**src/rtl/modtim_pkg.sv**
```systemverilog
package modtim_pkg;

   typedef enum logic [1:0] {
      SRC_BUS       = 2'd0,
      SRC_FIXED     = 2'd1,
      SRC_PIN_RISE  = 2'd2,
      SRC_PIN_FALL  = 2'd3
   } clk_src_e;

   localparam logic [1:0] ADDR_CTRL = 2'd0;
   localparam logic [1:0] ADDR_CFG  = 2'd1;
   localparam logic [1:0] ADDR_CNT  = 2'd2;
   localparam logic [1:0] ADDR_MOD  = 2'd3;

endpackage

```
**src/rtl/modtim_src_sel.sv**
```systemverilog
module modtim_src_sel #(
   parameter int SYNC_STAGES = 2
) (
   input  logic                  clk_i,
   input  logic                  rst_ni,
   input  logic                  pin_i,
   input  logic                  fix_en_i,
   input  modtim_pkg::clk_src_e  src_i,
   output logic                  tick_o
);
   import modtim_pkg::*;

   if (SYNC_STAGES < 2) begin : g_bad_sync
      $error("modtim_src_sel: SYNC_STAGES must be at least 2");
   end

   logic [SYNC_STAGES-1:0] sync_q;
   logic                   last_q;
   logic                   pin_s;

   assign pin_s = sync_q[SYNC_STAGES-1];

   always_ff @(posedge clk_i or negedge rst_ni) begin
      if (!rst_ni) begin
         sync_q <= '0;
         last_q <= 1'b0;
      end else begin
         sync_q <= {sync_q[SYNC_STAGES-2:0], pin_i};
         last_q <= pin_s;
      end
   end

   always_comb begin
      case (src_i)
         SRC_BUS:      tick_o = 1'b1;
         SRC_FIXED:    tick_o = fix_en_i;
         SRC_PIN_RISE: tick_o = pin_s & ~last_q;
         SRC_PIN_FALL: tick_o = ~pin_s & last_q;
         default:      tick_o = 1'b0;
      endcase
   end

endmodule

```
**src/rtl/modtim_prescaler.sv**
```systemverilog
module modtim_prescaler #(
   parameter int MAX_CODE = 8,
   parameter int CODE_W   = 4
) (
   input  logic              clk_i,
   input  logic              rst_ni,
   input  logic              clr_i,
   input  logic              run_i,
   input  logic              tick_i,
   input  logic [CODE_W-1:0] code_i,
   output logic              ce_o
);
   localparam int PS_W = MAX_CODE;

   if (MAX_CODE < 1) begin : g_bad_max
      $error("modtim_prescaler: MAX_CODE must be at least 1");
   end
   if (MAX_CODE >= (1 << CODE_W)) begin : g_bad_code
      $error("modtim_prescaler: CODE_W too narrow for MAX_CODE");
   end

   logic [CODE_W-1:0] code_eff;
   logic [PS_W:0]     span;
   logic [PS_W-1:0]   last;
   logic [PS_W-1:0]   psc_q;

   always_comb begin
      code_eff = (code_i > CODE_W'(MAX_CODE)) ? CODE_W'(MAX_CODE) : code_i;
      span     = (PS_W+1)'(1) << code_eff;
      last     = span[PS_W-1:0] - PS_W'(1);
   end

   assign ce_o = run_i & tick_i & (psc_q == last);

   always_ff @(posedge clk_i or negedge rst_ni) begin
      if (!rst_ni) begin
         psc_q <= '0;
      end else if (clr_i) begin
         psc_q <= '0;
      end else if (run_i && tick_i) begin
         psc_q <= (psc_q == last) ? '0 : psc_q + PS_W'(1);
      end
   end

endmodule

```
**src/rtl/modtim_counter.sv**
```systemverilog
module modtim_counter #(
   parameter int CNT_W = 8
) (
   input  logic             clk_i,
   input  logic             rst_ni,
   input  logic             clr_i,
   input  logic             ce_i,
   input  logic [CNT_W-1:0] mod_i,
   output logic [CNT_W-1:0] cnt_o,
   output logic             wrap_o
);
   logic [CNT_W-1:0] cnt_q;
   logic [CNT_W-1:0] top_val;

   assign top_val = (mod_i == '0) ? '1 : mod_i;
   assign wrap_o  = ce_i & (cnt_q == top_val);
   assign cnt_o   = cnt_q;

   always_ff @(posedge clk_i or negedge rst_ni) begin
      if (!rst_ni) begin
         cnt_q <= '0;
      end else if (clr_i) begin
         cnt_q <= '0;
      end else if (ce_i) begin
         cnt_q <= wrap_o ? '0 : cnt_q + CNT_W'(1);
      end
   end

endmodule

```
**src/rtl/modulo_timer.sv**
```systemverilog
module modulo_timer #(
   parameter int CNT_W       = 8,
   parameter int MAX_CODE    = 8,
   parameter int CODE_W      = 4,
   parameter int SYNC_STAGES = 2
) (
   input  logic             clk_i,
   input  logic             rst_ni,
   input  logic             pin_clk_i,
   input  logic             fix_en_i,
   input  logic             wait_i,
   input  logic             wr_en_i,
   input  logic [1:0]       addr_i,
   input  logic [CNT_W-1:0] wdata_i,
   output logic [CNT_W-1:0] rdata_o,
   output logic             irq_o
);
   import modtim_pkg::*;

   localparam int FLAG_B = CNT_W - 1;
   localparam int IE_B   = CNT_W - 2;
   localparam int STOP_B = CNT_W - 3;
   localparam int RST_B  = CNT_W - 4;
   localparam int SRC_LO = CODE_W;
   localparam int SRC_HI = CODE_W + 1;
   localparam int WRUN_B = CODE_W + 2;

   if (CNT_W < 8) begin : g_bad_width
      $error("modulo_timer: CNT_W must be at least 8");
   end
   if (WRUN_B >= CNT_W) begin : g_bad_cfg
      $error("modulo_timer: configuration fields do not fit the data width");
   end

   logic             stop_q, ie_q, flag_q, wrun_q;
   logic [CODE_W-1:0] code_q;
   clk_src_e         src_q;
   logic [CNT_W-1:0] mod_q;
   logic [CNT_W-1:0] cnt_w;

   logic wr_ctrl, wr_cfg, wr_mod;
   logic strobe, w1c, clr_all, run;
   logic tick, ce, wrap;

   assign wr_ctrl = wr_en_i && (addr_i == ADDR_CTRL);
   assign wr_cfg  = wr_en_i && (addr_i == ADDR_CFG);
   assign wr_mod  = wr_en_i && (addr_i == ADDR_MOD);
   assign strobe  = wr_ctrl & wdata_i[RST_B];
   assign w1c     = wr_ctrl & wdata_i[FLAG_B];
   assign clr_all = strobe | wr_mod;
   assign run     = ~stop_q & ~(wait_i & ~wrun_q);

   modtim_src_sel #(
      .SYNC_STAGES (SYNC_STAGES)
   ) u_src (
      .clk_i    (clk_i),
      .rst_ni   (rst_ni),
      .pin_i    (pin_clk_i),
      .fix_en_i (fix_en_i),
      .src_i    (src_q),
      .tick_o   (tick)
   );

   modtim_prescaler #(
      .MAX_CODE (MAX_CODE),
      .CODE_W   (CODE_W)
   ) u_psc (
      .clk_i  (clk_i),
      .rst_ni (rst_ni),
      .clr_i  (clr_all),
      .run_i  (run),
      .tick_i (tick),
      .code_i (code_q),
      .ce_o   (ce)
   );

   modtim_counter #(
      .CNT_W (CNT_W)
   ) u_cnt (
      .clk_i  (clk_i),
      .rst_ni (rst_ni),
      .clr_i  (clr_all),
      .ce_i   (ce),
      .mod_i  (mod_q),
      .cnt_o  (cnt_w),
      .wrap_o (wrap)
   );

   always_ff @(posedge clk_i or negedge rst_ni) begin
      if (!rst_ni) begin
         stop_q <= 1'b1;
         ie_q   <= 1'b0;
         wrun_q <= 1'b0;
         code_q <= '0;
         src_q  <= SRC_BUS;
         mod_q  <= '0;
      end else begin
         if (wr_ctrl) begin
            ie_q   <= wdata_i[IE_B];
            stop_q <= wdata_i[STOP_B];
         end
         if (wr_cfg) begin
            code_q <= wdata_i[CODE_W-1:0];
            src_q  <= clk_src_e'(wdata_i[SRC_HI:SRC_LO]);
            wrun_q <= wdata_i[WRUN_B];
         end
         if (wr_mod) begin
            mod_q <= wdata_i;
         end
      end
   end

   always_ff @(posedge clk_i or negedge rst_ni) begin
      if (!rst_ni) begin
         flag_q <= 1'b0;
      end else if (wrap && !clr_all) begin
         flag_q <= 1'b1;
      end else if (w1c || wr_mod) begin
         flag_q <= 1'b0;
      end
   end

   assign irq_o = flag_q & ie_q;

   always_comb begin
      rdata_o = '0;
      case (addr_i)
         ADDR_CTRL: begin
            rdata_o[FLAG_B] = flag_q;
            rdata_o[IE_B]   = ie_q;
            rdata_o[STOP_B] = stop_q;
         end
         ADDR_CFG: begin
            rdata_o[CODE_W-1:0]   = code_q;
            rdata_o[SRC_HI:SRC_LO] = src_q;
            rdata_o[WRUN_B]       = wrun_q;
         end
         ADDR_CNT: rdata_o = cnt_w;
         default:  rdata_o = mod_q;
      endcase
   end

endmodule

```
**config.mk**
```make
export PLATFORM = sky130hd
export DESIGN_NAME = modulo_timer
export DESIGN_NICKNAME = d
export VERILOG_FILES = /design/src/rtl/modtim_pkg.sv /design/src/rtl/modtim_src_sel.sv /design/src/rtl/modtim_prescaler.sv /design/src/rtl/modtim_counter.sv /design/src/rtl/modulo_timer.sv
export SDC_FILE = /design/constraint.sdc
export NUM_CORES = 1
export LEC_CHECK = 0
export BUFFER_PORTS_ARGS = -buffer_cell sky130_fd_sc_hd__buf_4
export CAP_MARGIN = 20
export CORE_UTILIZATION = 40
export CTS_CLUSTER_SIZE = 25
export DETAILED_ROUTE_END_ITERATION = 7
export GPL_ROUTABILITY_DRIVEN = 0
export GPL_TIMING_DRIVEN = 0
export PLACE_DENSITY = 0.58
export SLEW_MARGIN = 20
export SYNTH_ARGS = -nofsm -noshare
export SYNTH_HDL_FRONTEND = slang
export SYNTH_SLANG_ARGS = --single-unit
```
**constraint.sdc**
```tcl
create_clock -name clk_i -period 5.7 [get_ports clk_i]
set_clock_uncertainty 0.1 [all_clocks]
set_input_delay 0.57 -clock clk_i [delete_from_list [all_inputs] [get_ports clk_i]]
set_output_delay 0.57 -clock clk_i [all_outputs]
set_load 0.05 [all_outputs]
```
# After elaboration in Yosys (flattened, before gate mapping)
# Index checks and enable logic that the tools add are counted.
[op_classes]
addsub = 3
n_lt_le_gt_ge = 1
n_eq_ne = 8
shift = 1
mux = 14
n_bitwise = 16
n_reduce_logical = 13
[op_table]
columns = ["operator", "n"]
rows = [
  ["$mux W8", 7],
  ["$add A8 B1 Y8 const B", 2],
  ["$eq A8 B8 Y1", 2],
  ["$pmux W5 S3", 1],
  ["$and A1 B1 Y1", 10],
  ["$eq A2 B2 Y1 const B", 4],
  ["$logic_not A8 Y1", 1],
  ["$shl A1 B4 Y8 const A", 1],
  ["$sub A8 B1 Y8 const B", 1],
  ["$pmux W2 S3", 1],
  ["$reduce_bool A2 Y1", 3],
  ["$logic_and A1 B1 Y1", 5],
  ["$not A1 Y1", 5],
  ["$eq A2 B1 Y1 const B", 2],
  ["$gt A4 B4 Y1 const B", 1],
  ["$logic_not A2 Y1", 2],
  ["$mux W4", 1],
  ["$pmux W1 S4", 1],
  ["$pmux W1 S3", 1],
  ["$mux W1", 2],
  ["$logic_not A1 Y1", 1],
  ["$logic_or A1 B1 Y1", 1],
  ["$or A1 B1 Y1", 1],
]
[word_totals]
ff_bits = 37
input_bits = 16
out_inout_bits = 9
elab_cells = 67

# Depth between registers and ports, before layout
[depth]
depth_word = 10
mapped_depth = 10
ltp_nobuf = 8

# Hierarchy
# Synthesis repeated with hierarchy kept, for this count alone.
[unflattened]
hier_cells = 234
hier_area_um2 = 2421.1
[by_module_without_submodules]
columns = ["module", "instances", "cells_per_inst", "area_each_um2", "seq_area_each_um2"]
rows = [
  ["modulo_timer", 1, 68, 1002.2, 451.7],
  ["modtim_counter", 1, 84, 674.4, 200.2],
  ["modtim_prescaler", 1, 75, 633.1, 200.2],
  ["modtim_src_sel", 1, 7, 111.4, 75.1],
]

# Worst setup path after synthesis
# No wires, ideal clock.
[synth_path]
path_kind = "flip-flop to flip-flop"
startpoint = "reg code_q[2]"
endpoint = "reg u_cnt.cnt_q[3], in the netlist u_cnt.cnt_o[3]"
setup_time_ps = 123
t_arrival_ps = 2683
required_ps = 5477
slack_ps = 2794
stages_incl_launch_ff = 11
path_buffers = 2
synth_period_minus_slack_ps = 2906
path_cell_list = "dfrtp_1 buf_6 or4b_2 ha_1 xor2_1 xnor2_1 nand4_2 o41a_1 buf_6 a41oi_2 o21ai_1"
[synth_between]
elab_chain_cells = 10
word_cells_on_any_way = 11
classes_between = "add/sub: 1; order compare: 1; eq/ne: 1; shift: 1; mux: 4; bitwise: 2; reduce/logical: 1"
[synth_rtl]
columns = ["element", "line", "rtl"]
rows = [
  ["start, declared", "modulo_timer.sv:36", "logic [CODE_W-1:0] code_q;"],
  ["start signal, assigned", "modulo_timer.sv:103", "code_q <= wdata_i[CODE_W-1:0];"],
  ["$gt A4 B4 Y1", "modtim_prescaler.sv:28", "code_eff = (code_i > CODE_W'(MAX_CODE)) ? CODE_W'(MAX_CODE) : code_i;"],
  ["$mux W4 (*)", "modtim_prescaler.sv:28", ""],
  ["$shl A1 B4 Y8 (*)", "modtim_prescaler.sv:29", "span = (PS_W+1)'(1) << code_eff;"],
  ["$sub A8 B1 Y8 (*)", "modtim_prescaler.sv:30", "last = span[PS_W-1:0] - PS_W'(1);"],
  ["$eq A8 B8 Y1 (*)", "modtim_prescaler.sv:33", "assign ce_o = run_i & tick_i & (psc_q == last);"],
  ["$and A1 B1 Y1 (*)", "modtim_prescaler.sv:33", ""],
  ["$and A1 B1 Y1", "modtim_counter.sv:16", "assign wrap_o = ce_i & (cnt_q == top_val);"],
  ["$mux W8", "modtim_counter.sv:25", "cnt_q <= wrap_o ? '0 : cnt_q + CNT_W'(1);"],
  ["$mux W8", "modtim_counter.sv:24", "end else if (ce_i) begin"],
  ["$mux W8", "modtim_counter.sv:22", "end else if (clr_i) begin"],
  ["end signal, assigned", "modtim_counter.sv:25", ""],
  ["end, declared", "modtim_counter.sv:12", "logic [CNT_W-1:0] cnt_q;"],
]
# Every way passes the cells marked *; elsewhere a longest branch is shown, timed or not. The select of a mux whose other input is x is not followed.
# A chain may end at the register's enable or synchronous reset.

# Final worst setup path
[layout_path]
startpoint = "reg code_q[3]"
endpoint = "reg u_psc.psc_q[5]"
[layout_between]
elab_chain_cells = 8
[layout_rtl]
columns = ["element", "line", "rtl"]
rows = [
  ["$gt A4 B4 Y1", "modtim_prescaler.sv:28", ""],
  ["$mux W4 (*)", "modtim_prescaler.sv:28", ""],
  ["$shl A1 B4 Y8 (*)", "modtim_prescaler.sv:29", ""],
  ["$sub A8 B1 Y8 (*)", "modtim_prescaler.sv:30", ""],
  ["$eq A8 B8 Y1 (*)", "modtim_prescaler.sv:41", "psc_q <= (psc_q == last) ? '0 : psc_q + PS_W'(1);"],
  ["$mux W8 (*)", "modtim_prescaler.sv:41", ""],
  ["$mux W8 (*)", "modtim_prescaler.sv:40", "end else if (run_i && tick_i) begin"],
  ["$mux W8 (*)", "modtim_prescaler.sv:38", "end else if (clr_i) begin"],
  ["end signal, assigned", "modtim_prescaler.sv:41", ""],
  ["end, declared", "modtim_prescaler.sv:25", "logic [PS_W-1:0] psc_q;"],
]
# Marked as above.

==> impl_metrics.env <==
export IMPL_post_dp_cell_area_um2=2680
export IMPL_placed_cells=337
export IMPL_start_kind="flip-flop"
export IMPL_p_clk_share_pct=31.9
export IMPL_viasPerCell=5.66
export IMPL_crit_arrival_ns=3.41
export IMPL_final_area_um2=2820
export IMPL_critical_path_depth=9
export IMPL_cts_sinks=37
export IMPL_clockBufferDepth=2
export IMPL_path_buf_inv=1
export IMPL_port_buffers=24
export IMPL_p_seq_share_pct=39.1
export IMPL_min_path_type="in2async"
export IMPL_critPathMaxFanout=10
export IMPL_ant_nets=0
export IMPL_rsz0062_at_grt="no"
export IMPL_die_h_um=79.6
export IMPL_start_util_pct=42.7
export IMPL_reg2reg_slack_ns=2.42
export IMPL_cts_resized=0
export IMPL_finalMaxSlewViolations=0
export IMPL_ir_worst_vdd_mv=0.123
export IMPL_p_comb_share_pct=29.1
export IMPL_synth_xor_area_share_pct=5.09
export IMPL_crit_path_end_kind="flip-flop"
export IMPL_min_period_over_period_pct=57.5
export IMPL_reg2reg_from="code_q[3]$_DFFE_PN0P_"
export IMPL_die_area_um2=6340
export IMPL_drc_errors=0
export IMPL_setup_viol=0
export IMPL_fillers=534
export IMPL_grt_max_degree=38
export IMPL_required_ns=5.83
export IMPL_cts_root_buf="clkbuf_8"
export IMPL_ys_seq_area_share_pct=38.5
export IMPL_post_cts_buffers=0
export IMPL_grt_pass1_vias=1833
export IMPL_synth_compound_area_share_pct=15.8
export IMPL_ys_warn_count=0
export IMPL_die_width_um=79.6
export IMPL_max_cap_violations=0
export IMPL_synth_edf_count=0
export IMPL_path_cells="buf_2 -> or4b_2 -> ha_1 -> and2_2 -> o2111a_1 -> a211oi_2 -> nor3_4 -> nor3_4 -> a221o_1"
export IMPL_cp_endpoint="u_psc.psc_q[5]$_DFFE_PN0P_"
export IMPL_layoutNonFillerInstCount=345
export IMPL_synth_top_area_share_pct=37.4
export IMPL_wl_per_cell_um=16.3
export IMPL_async_flop_share_pct=100
export IMPL_power_switching_uw=291
export IMPL_drive_gt1_share_pct=29.7
export IMPL_powerDensity_nw_per_um2=312
export IMPL_fin_nets=291
export IMPL_numCtsBuffers=5
export IMPL_critPathLaunch="code_q[3]$_DFFE_PN0P_"
export IMPL_fin_tns_setup_ns=0
export IMPL_worst_pin_slew_ns=0.767
export IMPL_synth_top_family_by_area="simple AND/OR/NAND/NOR gates"
export IMPL_synth_ff_latch_count=37
export IMPL_synth_avg_cell_area_um2=10.0
export IMPL_dp_hpwl_um=4020
export IMPL_cts_hold_buffers_added=0
export IMPL_dr_pass1_iters=4
export IMPL_cpMostUsedCell="nor3_4"
export IMPL_vias=1953
export IMPL_clk_pin_slew_ns=0.09
export IMPL_io_pins=25
export IMPL_critPathKind="reg2reg"
export IMPL_synth_net_count=260
export IMPL_synth_cell_types=54
export IMPL_antenna_cells=0
export IMPL_cts_tree="built"
export IMPL_fmax_ghz=0.305
export IMPL_critPathTopFamily="simple AND/OR/NAND/NOR gates"
export IMPL_grt_pass1_wl_um=9320
export IMPL_min_period_ns=3.28
export IMPL_area_growth_pct=16.9
export IMPL_status="finished clean"
export IMPL_r2r_cells=9
export IMPL_clk_latency_ns=0.30
export IMPL_maxSlewHeadroom_pct=48.4
export IMPL_synthAdderAreaFrac_pct=1.56
export IMPL_drt_wl_total_um=5620
export IMPL_grt_usage_pct=19.3
export IMPL_p_leak_nw=1.20
export IMPL_power_total_uw=880
export IMPL_r2r_end="u_psc.psc_q[5]$_DFFE_PN0P_"
export IMPL_synth_cells=241
export IMPL_gr_total_overflow=0
export IMPL_synth_ff_type="dfrtp_1"
export IMPL_final_util_pct=49.9
export IMPL_cts_max_level=2
export IMPL_synth_cell_area_um2=2410
export IMPL_core_area_um2=5640
export IMPL_ys_top_cells_by_area="dfrtp_1 37%, mux2_2 10%, nand2_1 5.0%, xnor2_1 2.9%, and2_1 2.6%"
export IMPL_p_int_uw=590
export IMPL_rows=27
export IMPL_yosys_area_top_type="dfrtp_1"
export IMPL_switching_share_pct=33.0
export IMPL_slowest_stage="or4b_2"
export IMPL_hold_violations=0
export IMPL_antenna_found_initial=0
export IMPL_synth_simple_gate_area_share_pct=23.2
export IMPL_drt_iter0_markers=122
export IMPL_slowest_delay_ns=0.65
export IMPL_synthMuxAreaShare_pct=12.1
kinds of logic after synthesis:
logic type               Yosys count
AO/OA/AOI/OAI                     48
buffers and inverters             15
adder cells (fa/ha/maj)            3
multiplexers                      24
XOR/XNOR                          14
flip-flops                        37
AND/OR/NAND/NOR                  100
metal layers:
metal	routed length, µm	vias up	track usage (%)	part of all wire (%)
li1	-	948	-	-
met1	2880	956	28.9	51
met2	2430	45	27.0	43
met3	264	4	4.46	4.7
met4	53	0	5.82	0.94
met5	0	-	0	0
power groups by stage:
stage                     clock, mW  sequential, mW  combinational, mW
after global routing          0.297           0.351              0.280
after floorplan                   0           0.334              0.196
after detailed placement          0           0.349              0.255
after global placement            0           0.347              0.252
after CTS                     0.283           0.344              0.258
final                         0.281           0.344              0.256
cells in the final DEF, fill, tap and decap left out, types with 4 or more instances in the layout:
cell type and count:
buf_4 24, buf_6 4, inv_1 4, dfrtp_1 36
o21ai_0 4, a22o_1 5, nor2_1 14, a21oi_1 6
nand2_1 32, clkbuf_1 4, xor2_1 6, o21ai_1 6
mux2_2 22, xnor2_1 8, and2_1 10, nand4_1 5
nand3_1 11, a22o_2 5, clkbuf_8 5
worst register-to-register path, delay by kind of cell (launching register included):
family	cells	cell delay, ns
AND/OR/NAND/NOR	4	1.33
AO/OA/AOI/OAI	3	0.90
flip-flops	1	0.42
adder cells (fa/ha/maj)	1	0.27
buffers and inverters	1	0.19
registers in the layout, summed over array words and instances (netlist names):
| register | flops |
|---|---|
| mod_q | 8 |
| u_cnt.cnt_o | 8 |
| u_psc.psc_q | 8 |
| code_q | 4 |
| src_q | 2 |
| u_src.sync_q | 2 |
| flag_q | 1 |
| ie_q | 1 |
| stop_q | 1 |
| u_src.last_q | 1 |
| wrun_q | 1 |
metrics by stage:
stage                     setup slack, ns  hold slack [ns]
after global placement               2.53            0.234
after floorplan                      2.79            0.174
after CTS                            2.42            0.151
after global routing                 2.25            0.154
after detailed placement             2.45            0.236
final                                2.42            0.122
Yosys cell counts (3+ instances only):
library cell / instances
ha_1: 3
nor2_1: 14
xnor2_1: 8
buf_6: 4
o2111ai_1: 3
clkbuf_1: 4
a22o_1: 5
a22o_2: 5
mux2_2: 22
nand4_1: 5
o211ai_1: 3
o21ai_1: 6
xor2_1: 6
inv_1: 4
nand3_1: 11
nor2b_1: 3
dfrtp_1: 36
nor4b_1: 3
nor4bb_1: 3
and2_1: 10
a21oi_1: 6
nand2_1: 32
a221o_1: 3
o21ai_0: 4
layout make-up:
type / instances / area [µm²] / share of cell area (%)
Inverter: 4 / 15.0 / 0.533
Buffer: 11 / 73.8 / 2.62
Timing Repair Buffer: 24 / 180 / 6.39
Sequential cell: 37 / 927 / 32.9
Tap cell: 72 / 90.1 / 3.20
Clock inverter: 3 / 68.8 / 2.44
Multi-Input combinational cell: 189 / 1390 / 49.5
Clock buffer: 5 / 68.8 / 2.44
how the worst min path moves through the flow:
stage                                   start                          to  slack (ns)  depth (start not counted)
global placement    u_src.sync_q[0]$_DFF_PN0_   u_src.sync_q[1]$_DFF_PN0_        0.23                          0
global route                           rst_ni  u_psc.psc_q[2]$_DFFE_PN0P_        0.15                          1
floorplan                              rst_ni       code_q[0]$_DFFE_PN0P_        0.17                          0
detailed placement  u_src.sync_q[0]$_DFF_PN0_   u_src.sync_q[1]$_DFF_PN0_        0.24                          0
finish                                 rst_ni  u_psc.psc_q[0]$_DFFE_PN0P_        0.12                          1
CTS                                    rst_ni  u_psc.psc_q[0]$_DFFE_PN0P_        0.15                          1
(Power assumes the default switching activity.)
